===== src/rtl/wwdg_pkg.sv =====
package wwdg_pkg;

  localparam int unsigned REG_AW = 2;

  typedef enum logic [REG_AW-1:0] {
    REG_CTRL  = 2'd0,
    REG_WIN   = 2'd1,
    REG_PSC   = 2'd2,
    REG_FLAG  = 2'd3
  } wwdg_reg_e;

  typedef enum logic {
    CAUSE_EXPIRY = 1'b0,
    CAUSE_EARLY  = 1'b1
  } wwdg_cause_e;

  // terminal value of the prescale divider for a given code
  function automatic logic [31:0] tick_limit(input int unsigned base_log2,
                                             input logic [7:0] psc);
    return (32'd1 << (base_log2 + 32'(psc))) - 32'd1;
  endfunction

  // refresh arrives while the count is still above the window limit
  function automatic logic too_early(input logic [7:0] cnt, input logic [7:0] win);
    return cnt > win;
  endfunction

  // a loaded value below the half point counts as already expired
  function automatic logic below_half(input logic [7:0] val, input int unsigned cnt_w);
    return val < (8'd1 << (cnt_w - 1));
  endfunction

endpackage


===== src/rtl/wwdg_cfg.sv =====
module wwdg_cfg #(
  parameter int unsigned CNT_W = 7,
  parameter int unsigned PSC_W = 2
) (
  input  logic                          clk_i,
  input  logic                          rst_ni,
  input  logic                          wr_en_i,
  input  logic [wwdg_pkg::REG_AW-1:0]   wr_addr_i,
  input  logic [CNT_W:0]                wr_data_i,
  input  logic                          tripped_i,
  output logic                          en_o,
  output logic                          en_next_o,
  output logic [CNT_W-1:0]              win_o,
  output logic [PSC_W-1:0]              psc_o,
  output logic                          load_o,
  output logic                          kick_o,
  output logic [CNT_W-1:0]              load_val_o,
  output logic                          flag_clr_o
);
  import wwdg_pkg::*;

  logic             en_q;
  logic [CNT_W-1:0] win_q;
  logic [PSC_W-1:0] psc_q;
  logic             wr_ok;
  logic             ctrl_wr, win_wr, psc_wr;

  assign wr_ok   = wr_en_i && !tripped_i;
  assign ctrl_wr = wr_ok && (wr_addr_i == REG_CTRL);
  assign win_wr  = wr_ok && !en_q && (wr_addr_i == REG_WIN);
  assign psc_wr  = wr_ok && !en_q && (wr_addr_i == REG_PSC);

  assign en_next_o  = en_q | (ctrl_wr & wr_data_i[CNT_W]);
  assign load_o     = ctrl_wr;
  assign kick_o     = ctrl_wr & en_q;
  assign load_val_o = wr_data_i[CNT_W-1:0];
  assign flag_clr_o = wr_ok && (wr_addr_i == REG_FLAG) && wr_data_i[0];

  always_ff @(posedge clk_i or negedge rst_ni) begin
    if (!rst_ni) begin
      en_q  <= 1'b0;
      win_q <= '1;
      psc_q <= '0;
    end else begin
      en_q <= en_next_o;
      if (win_wr) win_q <= wr_data_i[CNT_W-1:0];
      if (psc_wr) psc_q <= wr_data_i[PSC_W-1:0];
    end
  end

  assign en_o  = en_q;
  assign win_o = win_q;
  assign psc_o = psc_q;

endmodule


===== src/rtl/wwdg_prescaler.sv =====
module wwdg_prescaler #(
  parameter int unsigned BASE_LOG2 = 12,
  parameter int unsigned PSC_W     = 2
) (
  input  logic             clk_i,
  input  logic             rst_ni,
  input  logic             run_i,
  input  logic             restart_i,
  input  logic [PSC_W-1:0] psc_i,
  output logic             tick_o
);
  localparam int unsigned DIV_W = BASE_LOG2 + (1 << PSC_W) - 1;

  logic [DIV_W-1:0] div_q;
  logic [DIV_W-1:0] limit_w;

  assign limit_w = DIV_W'(wwdg_pkg::tick_limit(BASE_LOG2, 8'(psc_i)));
  assign tick_o  = run_i && !restart_i && (div_q == limit_w);

  always_ff @(posedge clk_i or negedge rst_ni) begin
    if (!rst_ni)                          div_q <= '0;
    else if (!run_i || restart_i || tick_o) div_q <= '0;
    else                                  div_q <= div_q + DIV_W'(1);
  end

endmodule


===== src/rtl/wwdg_counter.sv =====
module wwdg_counter #(
  parameter int unsigned CNT_W = 7
) (
  input  logic             clk_i,
  input  logic             rst_ni,
  input  logic             load_i,
  input  logic             en_next_i,
  input  logic [CNT_W-1:0] load_val_i,
  input  logic             tick_i,
  output logic [CNT_W-1:0] cnt_o,
  output logic             expire_o,
  output logic             warn_o
);
  localparam logic [CNT_W-1:0] HALF = {1'b1, {(CNT_W-1){1'b0}}};

  logic [CNT_W-1:0] cnt_q;

  assign expire_o = tick_i && (cnt_q == HALF);
  assign warn_o   = (tick_i && (cnt_q == HALF + CNT_W'(1))) ||
                    (load_i && en_next_i && (load_val_i == HALF));

  always_ff @(posedge clk_i or negedge rst_ni) begin
    if (!rst_ni)      cnt_q <= '1;
    else if (load_i)  cnt_q <= load_val_i;
    else if (tick_i)  cnt_q <= cnt_q - CNT_W'(1);
  end

  assign cnt_o = cnt_q;

endmodule


===== src/rtl/wwdg_fault.sv =====
module wwdg_fault #(
  parameter int unsigned CNT_W     = 7,
  parameter int unsigned PULSE_LEN = 8
) (
  input  logic             clk_i,
  input  logic             rst_ni,
  input  logic             expire_i,
  input  logic             kick_i,
  input  logic             load_i,
  input  logic             en_next_i,
  input  logic [CNT_W-1:0] cnt_i,
  input  logic [CNT_W-1:0] win_i,
  input  logic [CNT_W-1:0] load_val_i,
  input  logic             warn_i,
  input  logic             flag_clr_i,
  output logic             early_evt_o,
  output logic             fire_o,
  output logic             tripped_o,
  output logic             rst_o,
  output logic             cause_o,
  output logic             irq_o
);
  import wwdg_pkg::*;
  localparam int unsigned PC_W = $clog2(PULSE_LEN + 1);

  logic            bad_load_w;
  logic            tripped_q, rst_q, irq_q;
  wwdg_cause_e     cause_q;
  logic [PC_W-1:0] pulse_q;

  assign early_evt_o = kick_i && too_early(8'(cnt_i), 8'(win_i));
  assign bad_load_w  = load_i && en_next_i && below_half(8'(load_val_i), CNT_W);
  assign fire_o      = !tripped_q && (expire_i || early_evt_o || bad_load_w);

  always_ff @(posedge clk_i or negedge rst_ni) begin
    if (!rst_ni) begin
      tripped_q <= 1'b0;
      cause_q   <= CAUSE_EXPIRY;
      pulse_q   <= '0;
      rst_q     <= 1'b0;
      irq_q     <= 1'b0;
    end else begin
      if (fire_o) begin
        tripped_q <= 1'b1;
        cause_q   <= early_evt_o ? CAUSE_EARLY : CAUSE_EXPIRY;
        pulse_q   <= PC_W'(PULSE_LEN);
        rst_q     <= 1'b1;
      end else if (pulse_q != '0) begin
        pulse_q <= pulse_q - PC_W'(1);
        rst_q   <= (pulse_q > PC_W'(1));
      end
      if (fire_o)          irq_q <= 1'b0;
      else if (warn_i)     irq_q <= 1'b1;
      else if (flag_clr_i) irq_q <= 1'b0;
    end
  end

  assign tripped_o = tripped_q;
  assign rst_o     = rst_q;
  assign cause_o   = cause_q;
  assign irq_o     = irq_q;

endmodule


===== src/rtl/window_watchdog.sv =====
module window_watchdog #(
  parameter int unsigned CNT_W     = 7,
  parameter int unsigned PSC_W     = 2,
  parameter int unsigned BASE_LOG2 = 12,
  parameter int unsigned PULSE_LEN = 8
) (
  input  logic                        clk_i,
  input  logic                        rst_ni,
  input  logic                        wr_en_i,
  input  logic [wwdg_pkg::REG_AW-1:0] wr_addr_i,
  input  logic [CNT_W:0]              wr_data_i,
  output logic                        wdg_rst_o,
  output logic                        early_irq_o,
  output logic                        cause_early_o,
  output logic [CNT_W-1:0]            count_o
);
  // named internal events, also watched by the bound checker
  logic             en_w, en_next_w, load_w, kick_w, flag_clr_w;
  logic [CNT_W-1:0] win_w, load_val_w, cnt_w;
  logic [PSC_W-1:0] psc_w;
  logic             tick_w, expire_w, warn_w;
  logic             early_w, fire_w, tripped_w;

  wwdg_cfg #(.CNT_W(CNT_W), .PSC_W(PSC_W)) u_cfg (
    .clk_i, .rst_ni, .wr_en_i, .wr_addr_i, .wr_data_i,
    .tripped_i  (tripped_w),
    .en_o       (en_w),
    .en_next_o  (en_next_w),
    .win_o      (win_w),
    .psc_o      (psc_w),
    .load_o     (load_w),
    .kick_o     (kick_w),
    .load_val_o (load_val_w),
    .flag_clr_o (flag_clr_w)
  );

  wwdg_prescaler #(.BASE_LOG2(BASE_LOG2), .PSC_W(PSC_W)) u_psc (
    .clk_i, .rst_ni,
    .run_i     (en_w && !tripped_w),
    .restart_i (load_w),
    .psc_i     (psc_w),
    .tick_o    (tick_w)
  );

  wwdg_counter #(.CNT_W(CNT_W)) u_cnt (
    .clk_i, .rst_ni,
    .load_i     (load_w),
    .en_next_i  (en_next_w),
    .load_val_i (load_val_w),
    .tick_i     (tick_w),
    .cnt_o      (cnt_w),
    .expire_o   (expire_w),
    .warn_o     (warn_w)
  );

  wwdg_fault #(.CNT_W(CNT_W), .PULSE_LEN(PULSE_LEN)) u_flt (
    .clk_i, .rst_ni,
    .expire_i    (expire_w),
    .kick_i      (kick_w),
    .load_i      (load_w),
    .en_next_i   (en_next_w),
    .cnt_i       (cnt_w),
    .win_i       (win_w),
    .load_val_i  (load_val_w),
    .warn_i      (warn_w),
    .flag_clr_i  (flag_clr_w),
    .early_evt_o (early_w),
    .fire_o      (fire_w),
    .tripped_o   (tripped_w),
    .rst_o       (wdg_rst_o),
    .cause_o     (cause_early_o),
    .irq_o       (early_irq_o)
  );

  assign count_o = cnt_w;

endmodule


===== config.mk =====
export PLATFORM = sky130hd
export DESIGN_NAME = window_watchdog
export DESIGN_NICKNAME = d
export VERILOG_FILES = /design/src/rtl/wwdg_pkg.sv /design/src/rtl/wwdg_cfg.sv /design/src/rtl/wwdg_prescaler.sv /design/src/rtl/wwdg_counter.sv /design/src/rtl/wwdg_fault.sv /design/src/rtl/window_watchdog.sv
export SDC_FILE = /design/constraint.sdc
export NUM_CORES = 1
export LEC_CHECK = 0
export ABC_AREA = 1
export CAP_MARGIN = 15
export CORE_MARGIN = 4
export CORE_UTILIZATION = 35
export DETAILED_ROUTE_END_ITERATION = 10
export GPL_TIMING_DRIVEN = 1
export PLACE_DENSITY = 0.57
export SLEW_MARGIN = 20
export SYNTH_ARGS = -nofsm -noshare
export SYNTH_HDL_FRONTEND = slang
export SYNTH_SLANG_ARGS = --single-unit

===== constraint.sdc =====
create_clock -name clk_i -period 4.38 [get_ports clk_i]
set_input_delay 0.657 -clock clk_i [delete_from_list [all_inputs] [get_ports clk_i]]
set_output_delay 0.657 -clock clk_i [all_outputs]
set_load 0.03 [all_outputs]

==> impl_metrics.json <==
{
  "outcome": "finished clean",
  "route.antenna.remaining_nets": 0,
  "dieHeight_microns": 92.6,
  "routed_wl_microns": 5210,
  "vias": 1967,
  "critPathBufInv": 1,
  "rsz0062_at_grt": "false",
  "yosysTopAreaCell": "dfrtp_1",
  "crit_cells": 1,
  "cts_resized": 0,
  "diodes": 0,
  "setup_tns_ns": 0,
  "grt_max_degree": 41,
  "ys_seq_area_frac": 0.407,
  "powerDensity_nw_per_um2": 291,
  "netlist_area_sq_um": 2500,
  "reg2regPathDepth": 8,
  "numCtsBuffers": 5,
  "critPathLaunchType": "flop",
  "nets": 363,
  "critical_path_class": "flop to primary output",
  "synth.distinct_cells": 31,
  "dp_hpwl_microns": 4010,
  "worstHoldPathType": "flop to flop",
  "finClkSkew_ns": 0.00804,
  "tritoncts": "built",
  "vias_per_cell": 4.54,
  "coreArea_sq_um": 6870,
  "drive_above_1_share": 0.166,
  "start_util": 0.365,
  "syn_avg_cell_area_sq_um": 8.05,
  "first_pass_iters": 4,
  "synth_seq_cells": 40,
  "hold_depth": 1,
  "required_ns": 3.72,
  "slowest_delay_ns": 0.70,
  "drc": 0,
  "overflow": 0,
  "cap_violations": 0,
  "cpMaxStageDelayCell": "clkdlybuf4s50_1",
  "crit_family": "buffers and inverters",
  "fin_crit_ns": 2.25,
  "power_mw": 0.838,
  "post-cts-setup-buffers": 0,
  "drv_slew": 0,
  "cts_buffer_depth": 2,
  "fp.dieW_microns": 92.6,
  "peakVddDrop_mv": 0.184,
  "syn_nets": 338,
  "ioPinCount": 23,
  "p_leak_nw": 1.32,
  "period_share": 0.514,
  "yosys-top-cells-area": "dfrtp_1, dfstp_2, nand2_1",
  "worst_slew_pin_slew_ns": 0.872,
  "clkSinkCount": 40,
  "cp_max_fo": 6,
  "num_rows": 30,
  "routabilityCongestion": 0.796,
  "routedWlPerCell_microns": 12.0,
  "root_buffer": "clkbuf_8",
  "slew_headroom": 0.418,
  "grt_pass1_wl_microns": 9130,
  "portBuffers": 22,
  "layout_commonest_cell": "nand2_1",
  "antenna_found_initial": 0,
  "grt_pass1_vias": 2008,
  "end_kind": "primary output",
  "arrival_ns": 1.59,
  "clock_latency_ns": 0.29,
  "ys_warn_count": 0,
  "drtIter0Drc": 39,
  "cts-htree-levels": 2,
  "setup_viol": 0,
  "area_growth_pct": 15.0,
  "layout_common_cells": "nand2_1, inv_1, nor2_1",
  "max_freq_ghz": 0.444,
  "hold_viol_final": 0,
  "dieArea_sq_um": 8570,
  "cts_hold_buf": 0,
  "syn_inst": 311,
  "crit_chain": "clkdlybuf4s50_1",
  "path_clk_slew_ns": 0.08,
  "grt_usage": 0.133,
  "synth_top_cell_area_share": 0.260
}
-- cell type report --
type                    instances  area [sq um]
inverters                      49           185
multi-input cells             218          1250
repair buffers                 22           215
well taps                      96           120
flip-flops and latches         40          1020
fillers                       726          3990
clock buffers                   5          68.8
clock inverters                 3          18.8
-- layer usage --
metal	vias to the layer above	GRT usage	wire length (microns)
li1	1034	-	-
met1	901	0.161	2430
met2	25	0.234	2570
met3	7	0.0284	141
met4	0	0.0446	69
met5	-	0	0
-- kinds of logic (layout without fill, tap and decap cells) --
group,count (synthesis),in the layout,synth area share
AOI/OAI and AO/OA,38,38,0.0884
xor gates and xnor gates,8,8,0.0280
adders and majority gates,14,14,0.0699
buffers and inverters,53,79,0.0924
DFF,40,40,0.407
muxes,1,1,0.00400
and+or+nand+nor,157,157,0.311
-- synth_stat cells, drive strengths merged --
master / count
inv: 48
xnor2: 4
nand2: 76
o21ai: 28
ha: 14
nor2: 40
nand4: 5
a21oi: 8
dfstp: 14
dfrtp: 26
or2: 2
clkbuf: 1
nand3: 23
nor3: 8
clkinv: 1
nand3b: 1
nor3b: 2
mux2i: 1
xor2: 4
o211ai: 2
buf: 3
-- registers in the layout, indices dropped and copies added (netlist names) --
| signal | cells |
|---|---|
| u_flt.pulse_q | 4 |
| u_flt.tripped_o | 1 |
| u_cnt.cnt_o | 7 |
| u_cfg.win_o | 7 |
| u_psc.div_q | 15 |
| u_cfg.en_o | 1 |
| u_cfg.psc_o | 2 |
| u_flt.irq_o | 1 |
| u_flt.cause_o | 1 |
| u_flt.rst_o | 1 |
-- metrics by stage --
stage                     hold WS, ns  instance area (sq um)   util  instances  setup slack (ns)
after global routing            0.485                   2880  0.419        433              2.11
final                           0.461                   2880  0.419        433              2.13
after detailed placement        0.458                   2790  0.407        425              2.02
after floorplan                 0.361                   2500      -        311              2.55
after global placement          0.451                   2790  0.407        425              2.08
after CTS                       0.469                   2880  0.419        433              2.12
-- power by group --
| part | total (mW) | leakage (nW) | switching (mW) | internal (mW) |
|---|---|---|---|---|
| logic | 0.166 | 0.784 | 0.0917 | 0.0742 |
| clock network | 0.249 | 0.0479 | 0.138 | 0.111 |
| registers | 0.424 | 0.485 | 0.0230 | 0.401 |
| total | 0.838 | 1.32 | 0.252 | 0.586 |
-- worst paths after layout --
check / start / to / slack (ns)
setup / recovery: u_cnt.cnt_o[4] / count_o[4] / 2.13
hold / removal: u_psc.div_q[0] / u_psc.div_q[0] / 0.46
setup reg to reg: u_cnt.cnt_o[0] / u_flt.irq_o / 2.41
hold reg to reg: u_psc.div_q[0] / u_psc.div_q[0] / 0.46
max in group asynchronous: rst_ni / u_flt.cause_o / 3.36
min in group asynchronous: rst_ni / u_psc.div_q[7] / 0.48
Note: power is estimated with default switching activity, not from simulation.
